===== config.mk =====
export PLATFORM = sky130hd
export DESIGN_NAME = shift_flag_unit
export DESIGN_NICKNAME = d
export VERILOG_FILES = /design/src/rtl/shf_pkg.sv /design/src/rtl/shf_amount.sv /design/src/rtl/shf_rotr.sv /design/src/rtl/shf_core.sv /design/src/rtl/shift_flag_unit.sv
export SDC_FILE = /design/constraint.sdc
export NUM_CORES = 1
export LEC_CHECK = 0
export ABC_CLOCK_PERIOD_IN_PS = 15700
export BUFFER_PORTS_ARGS = -buffer_cell sky130_fd_sc_hd__buf_2
export CELL_PAD_IN_SITES_DETAIL_PLACEMENT = 0
export CELL_PAD_IN_SITES_GLOBAL_PLACEMENT = 2
export CORE_MARGIN = 2
export CORE_UTILIZATION = 31
export DETAILED_ROUTE_END_ITERATION = 10
export PLACE_DENSITY_LB_ADDON = 0.1
export SLEW_MARGIN = 40
export SYNTH_ARGS = -nofsm -noshare
export SYNTH_HDL_FRONTEND = slang
export SYNTH_SLANG_ARGS = --single-unit

===== constraint.sdc =====
create_clock -name vclk -period 15.7
set_input_delay 2.355 -clock vclk [all_inputs]
set_output_delay 2.355 -clock vclk [all_outputs]
set_load 0.01 [all_outputs]

===== src/rtl/shf_pkg.sv =====
package shf_pkg;
  typedef enum logic [1:0] {
    OP_ASR = 2'd0,
    OP_LSL = 2'd1,
    OP_LSR = 2'd2,
    OP_ROR = 2'd3
  } shf_op_e;
endpackage


===== src/rtl/shf_amount.sv =====
// Chooses the effective shift length from the instruction field or the
// bottom byte of the amount register, applying the immediate encodings.
module shf_amount #(
  parameter int W     = 32,
  parameter int IMM_W = 5,
  parameter int AMT_W = 8
) (
  input  shf_pkg::shf_op_e  op,
  input  logic              use_reg,
  input  logic [IMM_W-1:0]  imm_len,
  input  logic [W-1:0]      len_reg,
  output logic [AMT_W-1:0]  amt
);
  import shf_pkg::*;

  logic from_reg;

  always_comb begin
    from_reg = use_reg || (op == OP_ROR);
    if (from_reg) begin
      amt = len_reg[AMT_W-1:0];
    end else if (op != OP_LSL && imm_len == '0) begin
      amt = AMT_W'(W);
    end else begin
      amt = AMT_W'(imm_len);
    end
  end
endmodule


===== src/rtl/shf_rotr.sv =====
// Logarithmic right rotator: one stage per bit of the rotate count.
module shf_rotr #(
  parameter int W  = 32,
  parameter int LW = $clog2(W)
) (
  input  logic [W-1:0]  din,
  input  logic [LW-1:0] rk,
  output logic [W-1:0]  dout
);
  logic [W-1:0] stage [LW+1];

  assign stage[0] = din;

  genvar s;
  generate
    for (s = 0; s < LW; s++) begin : g_stage
      localparam int SH = 1 << s;
      assign stage[s+1] = rk[s] ? {stage[s][SH-1:0], stage[s][W-1:SH]}
                                : stage[s];
    end
  endgenerate

  assign dout = stage[LW];
endmodule


===== src/rtl/shf_core.sv =====
// Produces result and carry from operand, operation and effective length.
module shf_core #(
  parameter int W     = 32,
  parameter int AMT_W = 8
) (
  input  logic [W-1:0]      x,
  input  shf_pkg::shf_op_e  op,
  input  logic [AMT_W-1:0]  amt,
  input  logic              cin,
  output logic [W-1:0]      res,
  output logic              cout
);
  import shf_pkg::*;

  localparam int LW = $clog2(W);
  localparam logic [W-1:0] ONES = {W{1'b1}};

  logic [LW-1:0] k;
  logic [LW-1:0] k_neg;
  logic [LW-1:0] k_m1;
  logic [LW-1:0] rk;
  logic [W-1:0]  rot;
  logic [W-1:0]  mask_lo;
  logic [W-1:0]  mask_hi;
  logic          sign;
  logic          len_zero;
  logic          len_full;
  logic          len_over;

  assign k        = amt[LW-1:0];
  assign k_neg    = ~k + 1'b1;
  assign k_m1     = k - 1'b1;
  assign rk       = (op == OP_LSL) ? k_neg : k;
  assign mask_lo  = ONES >> k;
  assign mask_hi  = ONES << k;
  assign sign     = x[W-1];
  assign len_zero = (amt == '0);
  assign len_full = (amt == AMT_W'(W));
  assign len_over = (amt > AMT_W'(W));

  shf_rotr #(.W(W), .LW(LW)) u_rotr (
    .din  (x),
    .rk   (rk),
    .dout (rot)
  );

  always_comb begin
    res  = x;
    cout = cin;
    if (!len_zero) begin
      unique case (op)
        OP_LSL: begin
          if (len_full) begin
            res  = '0;
            cout = x[0];
          end else if (len_over) begin
            res  = '0;
            cout = 1'b0;
          end else begin
            res  = rot & mask_hi;
            cout = x[rk];
          end
        end
        OP_LSR: begin
          if (len_full) begin
            res  = '0;
            cout = sign;
          end else if (len_over) begin
            res  = '0;
            cout = 1'b0;
          end else begin
            res  = rot & mask_lo;
            cout = x[k_m1];
          end
        end
        OP_ASR: begin
          if (len_full || len_over) begin
            res  = {W{sign}};
            cout = sign;
          end else begin
            res  = (rot & mask_lo) | ({W{sign}} & ~mask_lo);
            cout = x[k_m1];
          end
        end
        OP_ROR: begin
          if (k == '0) begin
            res  = x;
            cout = sign;
          end else begin
            res  = rot;
            cout = rot[W-1];
          end
        end
        default: begin
          res  = x;
          cout = cin;
        end
      endcase
    end
  end
endmodule


===== src/rtl/shift_flag_unit.sv =====
module shift_flag_unit #(
  parameter int W     = 32,
  parameter int IMM_W = 5,
  parameter int AMT_W = 8
) (
  input  logic [W-1:0]     operand,
  input  logic [1:0]       op_sel,
  input  logic             use_reg,
  input  logic [IMM_W-1:0] imm_len,
  input  logic [W-1:0]     len_reg,
  input  logic             c_in,
  input  logic             v_in,
  output logic [W-1:0]     result,
  output logic             n_out,
  output logic             z_out,
  output logic             c_out,
  output logic             v_out
);
  import shf_pkg::*;

  shf_op_e          op;
  logic [AMT_W-1:0] amt;
  logic [W-1:0]     res_w;
  logic             carry_w;

  assign op = shf_op_e'(op_sel);

  shf_amount #(.W(W), .IMM_W(IMM_W), .AMT_W(AMT_W)) u_amount (
    .op      (op),
    .use_reg (use_reg),
    .imm_len (imm_len),
    .len_reg (len_reg),
    .amt     (amt)
  );

  shf_core #(.W(W), .AMT_W(AMT_W)) u_core (
    .x    (operand),
    .op   (op),
    .amt  (amt),
    .cin  (c_in),
    .res  (res_w),
    .cout (carry_w)
  );

  assign result = res_w;
  assign n_out  = res_w[W-1];
  assign z_out  = ~|res_w;
  assign c_out  = carry_w;
  assign v_out  = v_in;
endmodule


==> metrics.md <==
| Metric | Value |
|---|---|
| Status | `complete, no violations` |
| 1st-iter DRT viols | `761` |
| Most frequent cells in the layout | `143 x mux2i_1, 82 x buf_2, 59 x nand2_1, 59 x o21ai_0, 55 x a21oi_1` |
| Post-CTS Setup Bufs | `0` |
| DP Cell Count | `958` |
| DR vias | `6490` |
| Static Leak | `roughly 2.5 nW` |
| Post-Synthesis Cells | `just over 700` |
| Hold EP | `v_out` |
| Starting Density | `about a third` |
| Via/cell ratio | `roughly 6.8` |
| Hold WC Path Type | `in2out` |
| Crit path time final | `roughly 11 ns` |
| Total Routing Usage GR | `30.8%` |
| Syn Nets | `between 700 and 800` |
| Fmax | `approximately 88 MHz` |
| Cell Int Power | `between 0.0001 and 0.00015 W` |
| Finished Layout Cells | `approximately 960` |
| Fin area | `5610 µm²` |
| Antenna cell count | `0` |
| Max incr delay on CP | `0.75 ns` |
| GRT overflow | `0` |
| # port buffers | `84` |
| Synth warn | `0` |
| Hold path depth | `0` |
| Top-Level Pins | `110` |
| Core footprint | `16400 µm²` |
| Peak supply drop | `between 20 and 25 µV` |
| Netlist cell types | `just under 70` |
| FF+latch area | `0 µm²` |
| Commonest non-fill, non-tap cell in the layout | `mux2i_1` |
| Pwr Density | `just under 60 nW/µm²` |
| Hold_buf cts | `0` |
| CP startpoint kind | `primary input` |
| Final core occ | `between 30% and 40%` |
| Die Wd | `between 100 and 150 µm` |
| GPL Wtd Cong | `about 0.97` |
| Highest-delay cell along the critical path | `nor4_1` |
| Fin Setup TNS | `0 ns` |
| Final hold violations | `0` |
| Slew Viols, Final | `0` |
| Drt first pass iters | `6` |
| Antenna violations before repair | `1` |
| Die area | `between 15000 and 20000 µm²` |
| Num sequential | `0` |
| Slew margin rel. | `a little over two fifths` |
| Total Wirelength | `between 20000 and 30000 µm` |
| # rows | `between 40 and 50` |
| Placement Cell Area | `between 5000 and 6000 µm²` |
| Post-CTS Resized | `0` |
| Antenna viol nets, final | `0` |
| Clock group share of total power | `0%` |
| Wire per inst | `about 30 µm` |
| Synth Cell Area | `roughly 5100 µm²` |
| Switching share of power | `64.5%` |
| RSZ-0062 raised after global routing | `no` |
| Reg power frac | `0%` |
| Critical Path, Cell by Cell | `buf_2 -> a21o_2 -> buf_4 -> mux2_2 -> nand2_1 -> inv_1 -> ha_1 -> inv_1 -> a221oi_2 -> buf_4 -> and2_1 -> a22oi_1 -> and3_1 -> a31oi_1 -> o31ai_1 -> or4bb_1 -> nor4_1 -> and4b_1 -> buf_2` |
| Layout cell share with drive strength beyond 1 | `between 15 and 20%` |
| Synth Area per Inst | `approximately 7.2 µm²` |
| Comb pwr share | `100.0%` |
| Sequential area share after synthesis | `0%` |
| Largest net degree at the start of global routing | `47` |
| Final period util | `72.0%` |
| Arrival time worst endpoint | `between 8 and 9 ns` |
| Max cap viols | `0` |
| First-pass GRT wire length | `roughly 41000 µm` |
| Vias in the first global route | `a little over 6000` |
| DIE HEIGHT | `around 130 µm` |
| CP Capture Type | `output port` |
| Area delta synth->final | `9.07%` |
| Worst-margin pin slew | `0.855 ns` |
| Hold Crit Start | `v_in` |
| Setup CP Type | `in2out` |
| Layout net count | `820` |
| Largest fanout on the critical path | `46` |
| Clock Buffer Count | `0` |
| DRC | `0` |
| Worst EP required | `around 13 ns` |
| Psw | `between 0.0002 and 0.00025 W` |
| Final HPWL from detailed placement | `roughly 22000 µm` |
| Final-report setup violation count | `0` |
| Total Power | `around 0.00033 W` |
## power groups by stage
stage | registers [W] | logic [W] | clock network [W]
floorplan | 0 | 0.000210 | 0
CTS | 0 | 0.000322 | 0
finish | 0 | 0.000331 | 0
global placement | 0 | 0.000320 | 0
global route | 0 | 0.000348 | 0
detailed placement | 0 | 0.000321 | 0
## worst max-delay path by stage
stage	to	cells past startpoint	from	slack, ns
final	z_out	19	op_sel[0]	4.39
after global routing	z_out	19	op_sel[0]	4.14
after CTS	z_out	19	op_sel[0]	4.27
after detailed placement	z_out	19	op_sel[0]	4.28
after global placement	z_out	19	op_sel[0]	4.27
after floorplan	z_out	17	len_reg[0]	6.46
## layout make-up
cell class | instances | area, µm²
Timing Repair Buffer | 96 | 515
Tap cell | 220 | 275
Inverter | 12 | 45.0
Multi-Input combinational cell | 630 | 4780
Fill cell | 1813 | 10800
## stage by stage
| step | setup WS [ns] | hold WS (ns) |
|---|---|---|
| 2_1_floorplan | 6.46 | 4.80 |
| 3_3_place_gp | 4.27 | 4.71 |
| 3_5_place_dp | 4.28 | 4.71 |
| 4_1_cts | 4.27 | 4.71 |
| 5_1_grt | 4.14 | 4.71 |
| 6_report | 4.39 | 4.71 |
## routing by layer
layer / GRT usage (%) / vias up / part of all wire, %
met2: 46.5 / 444 / 42
met4: 10.0 / 2 / 4.0
met1: 43.1 / 3118 / 43
li1: - / 2857 / -
met3: 7.05 / 69 / 11
met5: 0 / - / 0.039
## cells in the mapped netlist, types with 12 or more instances
library cell,number,area [µm²]
o31ai_1,16,120
a211oi_1,17,128
o21ai_0,59,295
nand2_1,59,221
nor2_1,40,150
o211ai_1,12,90.1
a22oi_1,36,270
a21oi_1,55,275
buf_2,18,90.1
mux4_2,17,383
nand3_1,15,75.1
clkbuf_1,35,131
mux2i_1,143,1430
o22ai_1,13,81.3
## cell families (layout without fill, tap and decap cells)
logic type | after synthesis | after routing | synth area share, %
multiplexers | 178 | 178 | 39.8
AND/OR/NAND/NOR | 180 | 180 | 17.1
buffers and inverters | 81 | 108 | 7.59
adder cells (fa/ha/maj) | 6 | 6 | 1.46
XOR/XNOR | 2 | 2 | 0.341
AO/OA/AOI/OAI | 264 | 264 | 33.7
## critical path: cells and delay by family
family | cells | cell delay (ns)
adders and majority gates | 1 | 0.31
muxes | 1 | 0.47
buffers and inverters | 6 | 1.87
and+or+nand+nor | 6 | 2.67
AOI/OAI and AO/OA | 5 | 1.19
No activity file was read; power rests on OpenSTA's default activity.
